===== config.mk =====
export PLATFORM = sky130hd
export DESIGN_NAME = vrs_slot_sched
export DESIGN_NICKNAME = d
export VERILOG_FILES = /design/src/rtl/vrs_pkg.sv /design/src/rtl/vrs_req_latch.sv /design/src/rtl/vrs_slot_fifo.sv /design/src/rtl/vrs_slot_sched.sv
export SDC_FILE = /design/constraint.sdc
export NUM_CORES = 2
export LEC_CHECK = 0
export CORE_MARGIN = 1.5
export CORE_UTILIZATION = 40
export CTS_BUF_LIST = sky130_fd_sc_hd__clkbuf_16
export DETAILED_ROUTE_END_ITERATION = 8
export PLACE_DENSITY = 0.59
export SYNTH_ARGS = -nofsm -noshare
export SYNTH_HDL_FRONTEND = slang
export SYNTH_SLANG_ARGS = --single-unit

===== constraint.sdc =====
create_clock -name clk -period 3.15 [get_ports clk]
set_input_delay 0.315 -clock clk [delete_from_list [all_inputs] [get_ports clk]]
set_output_delay 0.315 -clock clk [all_outputs]
set_load 0.1 [all_outputs]

===== src/rtl/vrs_pkg.sv =====
package vrs_pkg;
  parameter int NSLOT      = 10;  // output PCM slots 3..12
  parameter int FIRST_SLOT = 3;
  parameter int REQ_MSB    = 11;  // request bit for FIRST_SLOT
  parameter int REQ_LSB    = REQ_MSB - NSLOT + 1;
  parameter int SEL_W      = $clog2(NSLOT);
endpackage


===== src/rtl/vrs_req_latch.sv =====
module vrs_req_latch
  import vrs_pkg::*;
#(
  parameter int SLOT_W = 20
) (
  input  logic              clk,
  input  logic              rst,
  input  logic              vr_en,
  input  logic [NSLOT-1:0]  slot_mask,
  input  logic [SLOT_W-1:0] word,
  input  logic              done,
  output logic [NSLOT-1:0]  decision
);
  logic [NSLOT-1:0] req;
  logic             unused_bits;

  // index i <- bit REQ_MSB-i, active low
  for (genvar i = 0; i < NSLOT; i++) begin : g_map
    assign req[i] = ~word[REQ_MSB-i];
  end
  assign unused_bits = ^{word[SLOT_W-1:REQ_MSB+1], word[REQ_LSB-1:0]};

  always_ff @(posedge clk) begin
    if (rst)       decision <= '0;
    else if (done) decision <= vr_en ? (req & slot_mask) : slot_mask;
  end


  decision_hold_chk: assert property (@(posedge clk) disable iff (rst)
    !done |=> $stable(decision));
endmodule


===== src/rtl/vrs_slot_fifo.sv =====
module vrs_slot_fifo #(
  parameter int W     = 20,
  parameter int DEPTH = 8
) (
  input  logic         clk,
  input  logic         rst,
  input  logic         push,
  input  logic [W-1:0] wdata,
  input  logic         pop,
  output logic [W-1:0] rdata,
  output logic         empty
);
  localparam int AW = (DEPTH > 1) ? $clog2(DEPTH) : 1;
  localparam int CW = AW + 1;

  logic [W-1:0]  mem [DEPTH];
  logic [AW-1:0] wr_ptr, rd_ptr;
  logic [CW-1:0] count;
  logic          full, do_push;

  assign empty   = (count == '0);
  assign full    = (count == CW'(DEPTH));
  assign do_push = push && !full;

  function automatic logic [AW-1:0] nxt(input logic [AW-1:0] p);
    return (p == AW'(DEPTH-1)) ? '0 : p + 1'b1;
  endfunction

  always_ff @(posedge clk) begin
    if (rst) begin
      wr_ptr <= '0;
      rd_ptr <= '0;
      count  <= '0;
    end else begin
      if (do_push) wr_ptr <= nxt(wr_ptr);
      if (pop)     rd_ptr <= nxt(rd_ptr);
      count <= count + CW'(do_push) - CW'(pop);
    end
  end

  // storage without reset so it maps to block RAM
  always_ff @(posedge clk) begin
    if (do_push) mem[wr_ptr] <= wdata;
    if (pop)     rdata <= mem[rd_ptr];
  end


  pop_empty_chk: assert property (@(posedge clk) disable iff (rst)
    pop |-> !empty);
endmodule


===== src/rtl/vrs_slot_sched.sv =====
module vrs_slot_sched
  import vrs_pkg::*;
#(
  parameter int SLOT_W   = 20,
  parameter int SAMPLE_W = 20,
  parameter int DEPTH    = 8,
  parameter int PSEL_W   = 4
) (
  input  logic                      clk,
  input  logic                      rst,
  input  logic                      vr_en,
  input  logic [NSLOT-1:0]          slot_mask,
  input  logic [SLOT_W-1:0]         rx_slot1_word,
  input  logic                      rx_slot1_done,
  input  logic                      push_valid,
  input  logic [PSEL_W-1:0]         push_slot,
  input  logic [SAMPLE_W-1:0]       push_data,
  input  logic                      frame_start,
  output logic                      tx_frame_valid,
  output logic [NSLOT-1:0]          tx_slot_valid,
  output logic [NSLOT*SAMPLE_W-1:0] tx_samples,
  output logic [NSLOT-1:0]          underrun
);
  logic [NSLOT-1:0] decision, empty_vec, pop_vec;

  vrs_req_latch #(.SLOT_W(SLOT_W)) u_latch (
    .clk(clk), .rst(rst), .vr_en(vr_en), .slot_mask(slot_mask),
    .word(rx_slot1_word), .done(rx_slot1_done), .decision(decision)
  );

  for (genvar i = 0; i < NSLOT; i++) begin : g_slot
    logic push_i;
    assign push_i     = push_valid && (push_slot == PSEL_W'(i));
    assign pop_vec[i] = frame_start && decision[i] && !empty_vec[i];

    vrs_slot_fifo #(.W(SAMPLE_W), .DEPTH(DEPTH)) u_fifo (
      .clk(clk), .rst(rst), .push(push_i), .wdata(push_data),
      .pop(pop_vec[i]), .rdata(tx_samples[i*SAMPLE_W +: SAMPLE_W]),
      .empty(empty_vec[i])
    );
  end

  always_ff @(posedge clk) begin
    if (rst) begin
      tx_frame_valid <= 1'b0;
      tx_slot_valid  <= '0;
      underrun       <= '0;
    end else begin
      tx_frame_valid <= frame_start;
      tx_slot_valid  <= frame_start ? pop_vec : '0;
      if (frame_start) underrun <= underrun | (decision & empty_vec);
    end
  end


  tag_needs_frame_chk: assert property (@(posedge clk) disable iff (rst)
    (tx_slot_valid != '0) |-> tx_frame_valid);

  tag_within_decision_chk: assert property (@(posedge clk) disable iff (rst)
    frame_start |=> ((tx_slot_valid & ~$past(decision)) == '0));

  underrun_sticky_chk: assert property (@(posedge clk) disable iff (rst)
    1'b1 |=> ((underrun & $past(underrun)) == $past(underrun)));

  underrun_untagged_chk: assert property (@(posedge clk) disable iff (rst)
    1'b1 |=> ((underrun & ~$past(underrun) & tx_slot_valid) == '0));
endmodule


Word level (Yosys, flattened, before mapping)
Memory sizes are Yosys's and may differ from the RTL's. A register that Yosys moved wholly into a read port is not among the register bits.
Index checks and enable logic that the tools add are counted.
{"block": "totals", "ff_bits": 131, "latch_bits": 0, "ramBits": 1600, "mem_bits_ro": 0, "in_bits": 60, "output_inout_bits": 221, "elab_cells": 250, "n_memories": 10}
{"name": "g_slot[0].u_fifo.mem", "depth": 8, "width": 20, "rd": 1, "rd_ports_with_merged_regs": 1, "write_ports": 1, "line": "vrs_slot_fifo.sv:16", "rtl": "logic [W-1:0] mem [DEPTH];"}
{"name": "g_slot[1].u_fifo.mem", "depth": 8, "width": 20, "rd": 1, "rd_ports_with_merged_regs": 1, "write_ports": 1, "line": "vrs_slot_fifo.sv:16"}
{"name": "g_slot[2].u_fifo.mem", "depth": 8, "width": 20, "rd": 1, "rd_ports_with_merged_regs": 1, "write_ports": 1, "line": "vrs_slot_fifo.sv:16"}
{"name": "g_slot[3].u_fifo.mem", "depth": 8, "width": 20, "rd": 1, "rd_ports_with_merged_regs": 1, "write_ports": 1, "line": "vrs_slot_fifo.sv:16"}
{"name": "g_slot[4].u_fifo.mem", "depth": 8, "width": 20, "rd": 1, "rd_ports_with_merged_regs": 1, "write_ports": 1, "line": "vrs_slot_fifo.sv:16"}
{"name": "g_slot[5].u_fifo.mem", "depth": 8, "width": 20, "rd": 1, "rd_ports_with_merged_regs": 1, "write_ports": 1, "line": "vrs_slot_fifo.sv:16"}
{"name": "4 more memories"}
{"block": "op_classes", "addsub": 40, "n_mul": 0, "n_div": 0, "magnitude_cmp": 0, "eq_ne": 39, "shift": 0, "muxes": 41, "bitwise_logic": 14, "reduce_logical": 72}
{"operator": "adder 3 x 1 -> 3 bit (second input constant)", "count": 20}
{"operator": "equality test 3 bit (second input constant)", "count": 20}
{"operator": "two-way mux 3 bit", "count": 20}
{"operator": "equality test 4 bit (second input constant)", "count": 12}
{"operator": "zero test 4 bit", "count": 11}
{"operator": "adder 4 x 1 -> 4 bit", "count": 10}
{"operator": "logical AND 1 bit", "count": 40}
{"operator": "subtractor 4 x 1 -> 4 bit", "count": 10}
{"operator": "AND 10 bit", "count": 2}
{"operator": "zero test 1 bit", "count": 20}
{"operator": "two-way mux 1 bit", "count": 20}
{"operator": "equality test 4 x 3 -> 1 bit (second input constant)", "count": 4}
{"operator": "inverter 1 bit", "count": 11}
{"operator": "two-way mux 10 bit", "count": 1}
{"operator": "bitwise OR 10 bit", "count": 1}
{"operator": "equality test 4 x 2 -> 1 bit (second input constant)", "count": 2}
{"operator": "equality test 4 x 1 -> 1 bit (second input constant)", "count": 1}
{"operator": "OR reduction 2 bit", "count": 1}

Longest topological paths before layout
{"block": "logic_depth", "word_depth": 5, "depth_mapped": 11, "ltp_nobuf": 11}

Cells and area by module
Synthesis repeated with hierarchy kept, for this count alone.
{"block": "hier_totals", "cells_unflattened": 3351, "area_unflattened_um2": 74993.2}
{"module": "vrs_slot_fifo at g_slot[3].u_fifo ...", "instances": 6, "cells_each": 321, "area_each_um2": 7364.6, "seq_area_each_um2": 5605.4}
{"module": "vrs_slot_fifo at g_slot[0].u_fifo ...", "instances": 3, "cells_each": 322, "area_each_um2": 7369.6, "seq_area_each_um2": 5605.4}
{"module": "vrs_slot_fifo at g_slot[9].u_fifo", "instances": 1, "cells_each": 322, "area_each_um2": 7349.5, "seq_area_each_um2": 5605.4}
{"module": "vrs_slot_sched", "instances": 1, "cells_each": 83, "area_each_um2": 799.5, "seq_area_each_um2": 420.4}
{"module": "vrs_req_latch", "instances": 1, "cells_each": 54, "area_each_um2": 548.0, "seq_area_each_um2": 200.2}

Worst setup path before layout
OpenSTA, ideal clock, no wires.
{"block": "synth_timing", "kind": "input to register", "from": "input port push_slot[3]", "to": "memory g_slot[5].u_fifo.mem[0][0], enable pin", "setup_time_ps": 448, "arrival_ps": 2856, "required_time_ps": 2702, "setup_slack_ps": -154, "cell_stages": 4, "n_path_buf": 1, "cell_sequence": "and3b_1 -> buf_2 -> nand3_2 -> nor4_1"}
{"block": "synth_via", "elab_chain_len": 5}
{"element": "from (decl)", "line": "vrs_slot_sched.sv:16", "rtl": "input logic [PSEL_W-1:0] push_slot,"}
{"element": "equality test 4 x 3 -> 1 bit", "line": "vrs_slot_sched.sv:33", "rtl": "assign push_i = push_valid && (push_slot == PSEL_W'(i));"}
{"element": "logical AND 1 bit", "line": "vrs_slot_sched.sv:33"}
{"element": "logical AND 1 bit", "line": "vrs_slot_fifo.sv:23", "rtl": "assign do_push = push && !full;"}
{"element": "two-way mux 1 bit", "line": "vrs_slot_fifo.sv:43", "rtl": "if (do_push) mem[wr_ptr] <= wdata;"}
{"element": "two-way mux 1 bit (implied by the code)", "line": "vrs_slot_fifo.sv:43"}
{"element": "to (decl)", "line": "vrs_slot_fifo.sv:16"}
No other way between the ends.

Worst setup path after layout
{"block": "layout_timing", "from": "register g_slot[7].u_fifo.rdata[4] (read register of g_slot[7].u_fifo.mem)", "to": "output port tx_samples[144]"}
{"element": "from (decl)", "line": "vrs_slot_fifo.sv:10", "rtl": "output logic [W-1:0] rdata,"}
{"element": "to (decl)", "line": "vrs_slot_sched.sv:21", "rtl": "output logic [NSLOT*SAMPLE_W-1:0] tx_samples,"}
No word-level cell between the ends.

==> metrics.md <==
| Metric | Value |
|---|---|
| Core ar. | `186,000 um^2` |
| FMAX | `between 300 and 400 MHz` |
| Crit-path cells | `clkdlybuf4s50_1` |
| Row count | `158` |
| Average wire per standard cell | `~25 um` |
| Sequential-to-total area share from yosys stat | `0.754` |
| DIE AREA | `about 190,000 um^2` |
| Critical Path RT | `about 2.8 ns` |
| Share of cells above drive strength 1 | `0.245` |
| P_leak | `0.0286 uW` |
| Peak supply drop | `around 0.00048 V` |
| Area Overhead vs Synth | `17.4%` |
| Outcome | `completed` |
| Xor-xnor portion of the synthesized cell area | `0.00116` |
| # resized after CTS | `0` |
| CP endpoint kind | `output port` |
| Die Span X | `between 400 and 500 um` |
| Register area | `56,700 um^2` |
| Multi-input gate area | `between 15,000 and 20,000 um^2` |
| Largest net degree at the start of global routing | `87` |
| Initial DRC count | `2,506` |
| Routed WL | `164 mm` |
| Fin crit share | `0.865` |
| CP delay by family, top | `buffers and inverters` |
| Num CTS Buffers | `around 200` |
| Max-slew violations | `0` |
| Worst-path clk slew | `roughly 0.06 ns` |
| EDFF count, synth | `1,800` |
| Synth Area in Compound Gates | `0.00927` |
| Longest Clk Path Bufs | `3` |
| HPWL Detailed | `91.1 mm` |
| Synth async-reset ratio | `0` |
| Clock skew | `0.0275 ns` |
| Number of global-route vias before repair | `~35,000` |
| Unique masters post-synth | `46` |
| Critical path type | `register to output port` |
| TritonCTS sink count | `1,931` |
| Setup total negative slack | `0 ns` |
| Post-synth top flop | `edfxtp_1` |
| CP max stage delay | `1.16 ns` |
| I/O pin cnt | `281` |
| Crit path max fanout | `1` |
| Htree depth | `4` |
| Mux contribution to synthesized area | `0.170` |
| Mean Syn Cell Area | `approximately 22 um^2` |
| Final Hold Fails | `0` |
| Pwr/cell area | `619 nW/um^2` |
| Slew margin rel. | `0.246` |
| DRC viols | `0` |
| Post-CTS setup buffer count | `0` |
| RePlAce Congestion | `0.728` |
| Worst Hold Class | `input port to register` |
| Pre-antenna DRT Iters | `7` |
| Vias per inst | `5.22` |
| Final-stage net count | `4,058` |
| RSZ-0062 raised after global routing | `no` |
| Area after DPL | `81,600 um^2` |
| FF+latch count, synth | `1,931` |
| First-pass GRT wire length | `approximately 240 mm` |
| Synth warnings | `0` |
| Vias after detailed routing | `34,167` |
| Max cap viols | `0` |
| Global Route Usage Sum | `0.172` |
| Clk Latency, worst-skew pair | `~0.83 ns` |
| Cell count after synthesis | `around 3,400` |
| Fin Hold WS | `0.154 ns` |
| Layout Cells excl Fill | `6,550` |
| Vertical die dimension | `~440 um` |
| Grt total ovfl | `0` |
| Simple-Gate Fraction of Synth Area | `0.0289` |
| Fillers | `15,154` |
| Clk root buf | `clkbuf_16` |
| Dpl cells | `6,168` |
| Post-layout min period | `2.72 ns` |
| Initial antenna violation count | `9` |
| Adder-cell share of the synthesized area | `0.0193` |
| Overall Power | `54,700 uW` |
| CP Launch Type | `register` |
| Starting Density | `0.404` |
| Buf/Inv on CP | `1` |
| Final setup fails | `0` |
| Slowest-stage cell, CP | `clkdlybuf4s50_1` |
| CTS tree | `built` |
| Count of input and output buffers | `270` |
| Syn_nets | `3,574` |
| Post-route ant nets | `0` |
| Cell Area, Synth | `75,200 um^2` |
| Largest family of logic cells by synthesized area | `multiplexers` |
| Worst-Margin Slew | `1.13 ns` |
| Critical Path AT | `2.41 ns` |
| Post-route design area | `88,300 um^2` |
## final cells by class
type,count,area share
Antenna cell,9,0.000255
Clock buffer,199,0.0564
Clock inverter,173,0.0189
Inverter,75,0.00319
Multi-Input combinational cell,1251,0.200
Sequential cell,1931,0.642
Tap cell,2480,0.0351
Timing Repair Buffer,432,0.0446
## synth_stat cells, types with 23 or more instances
master	n	share of area
clkbuf_1	43	0.0021
edfxtp_1	1800	0.72
nor2b_1	37	0.0031
ha_1	100	0.017
dfxtp_1	131	0.035
nor2_1	75	0.0037
a21oi_1	66	0.0044
mux4_2	80	0.024
buf_6	40	0.0060
nand2b_1	39	0.0032
nand4_1	23	0.0019
inv_1	71	0.0035
nor3_1	60	0.0040
mux4_1	320	0.11
nand2_1	31	0.0015
o21ai_0	30	0.0020
mux2_2	218	0.033
buf_2	38	0.0025
## timing repair
action | CTS | global route
hold endpoints to repair | 43 | 0
endpoints found under the setup margin | 0 | 0
hold buffers | 1 | 0
## final timing paths
kind	from	cells past startpoint	slack, ns	end
hold / removal	slot_mask[0]	3	0.15	u_latch.decision[0]
hold reg to reg	underrun[3]	2	0.48	underrun[3]
setup / recovery	g_slot[7].u_fifo.rdata[4]	1	0.43	tx_samples[144]
setup reg to reg	g_slot[2].u_fifo.rd_ptr[0]	3	0.66	g_slot[2].u_fifo.rdata[3]
## worst min-delay path, cell delays in order
cell	delay (ns)
clkdlybuf4s50_1	0.40
nand3_1	0.13
a21oi_1	0.08
## cell usage in the layout (no fill, tap or decap), types with 21 or more instances in the layout
master and count:
nor2_2 41, mux4_2 80, clkinv_1 34, nand4_1 23, nor3_2 40, mux4_1 320
inv_1 114, buf_12 21, nor2b_1 37, bufinv_16 28, a21oi_1 66, dfxtp_1 119
o21ai_0 30, edfxtp_1 1800, buf_4 240, nand2b_1 39, mux2_2 218, nor2_1 35
ha_1 100, clkdlybuf4s50_1 169, nand2_1 31, clkinv_2 39, clkbuf_16 199
## registers in the layout, summed over array words and instances (netlist names)
| signal | flops |
|---|---|
| g_slot.u_fifo.mem | 1600 |
| g_slot.u_fifo.rdata | 200 |
| g_slot.u_fifo.count | 40 |
| g_slot.u_fifo.rd_ptr | 30 |
| g_slot.u_fifo.wr_ptr | 30 |
| tx_slot_valid | 10 |
| u_latch.decision | 10 |
| underrun | 10 |
| tx_frame_valid | 1 |
## power breakdown
group          total [uW]  internal [uW]  switching, uW
Clock               23700          13800           9890
Sequential          28400          28200            158
Combinational        2590            909           1680
## per-stage QoR
stage / utilization / setup slack (ns)
global placement: 0.439 / 0.392
finish: 0.475 / 0.425
floorplan: - / 0.105
detailed placement: 0.439 / 0.315
global route: 0.475 / 0.373
CTS: 0.475 / 0.332
## layer usage
metal  GRT usage  vias to the layer above  routed length, um
met5           0                        -                  0
met4      0.0525                        0               3940
met3      0.0266                      212               5580
met2       0.294                      591              83700
met1       0.225                    18056              70800
li1            -                    15308                  -
## cell families (layout without fill, tap and decap cells)
group,count (synthesis),count (layout)
flops,1931,1931
mux,627,627
compound gates,126,126
other cells,0,9
fa+ha+maj,110,110
xor+xnor,10,10
buf+inv,222,879
simple gates,378,378
(Power assumes the default switching activity.)
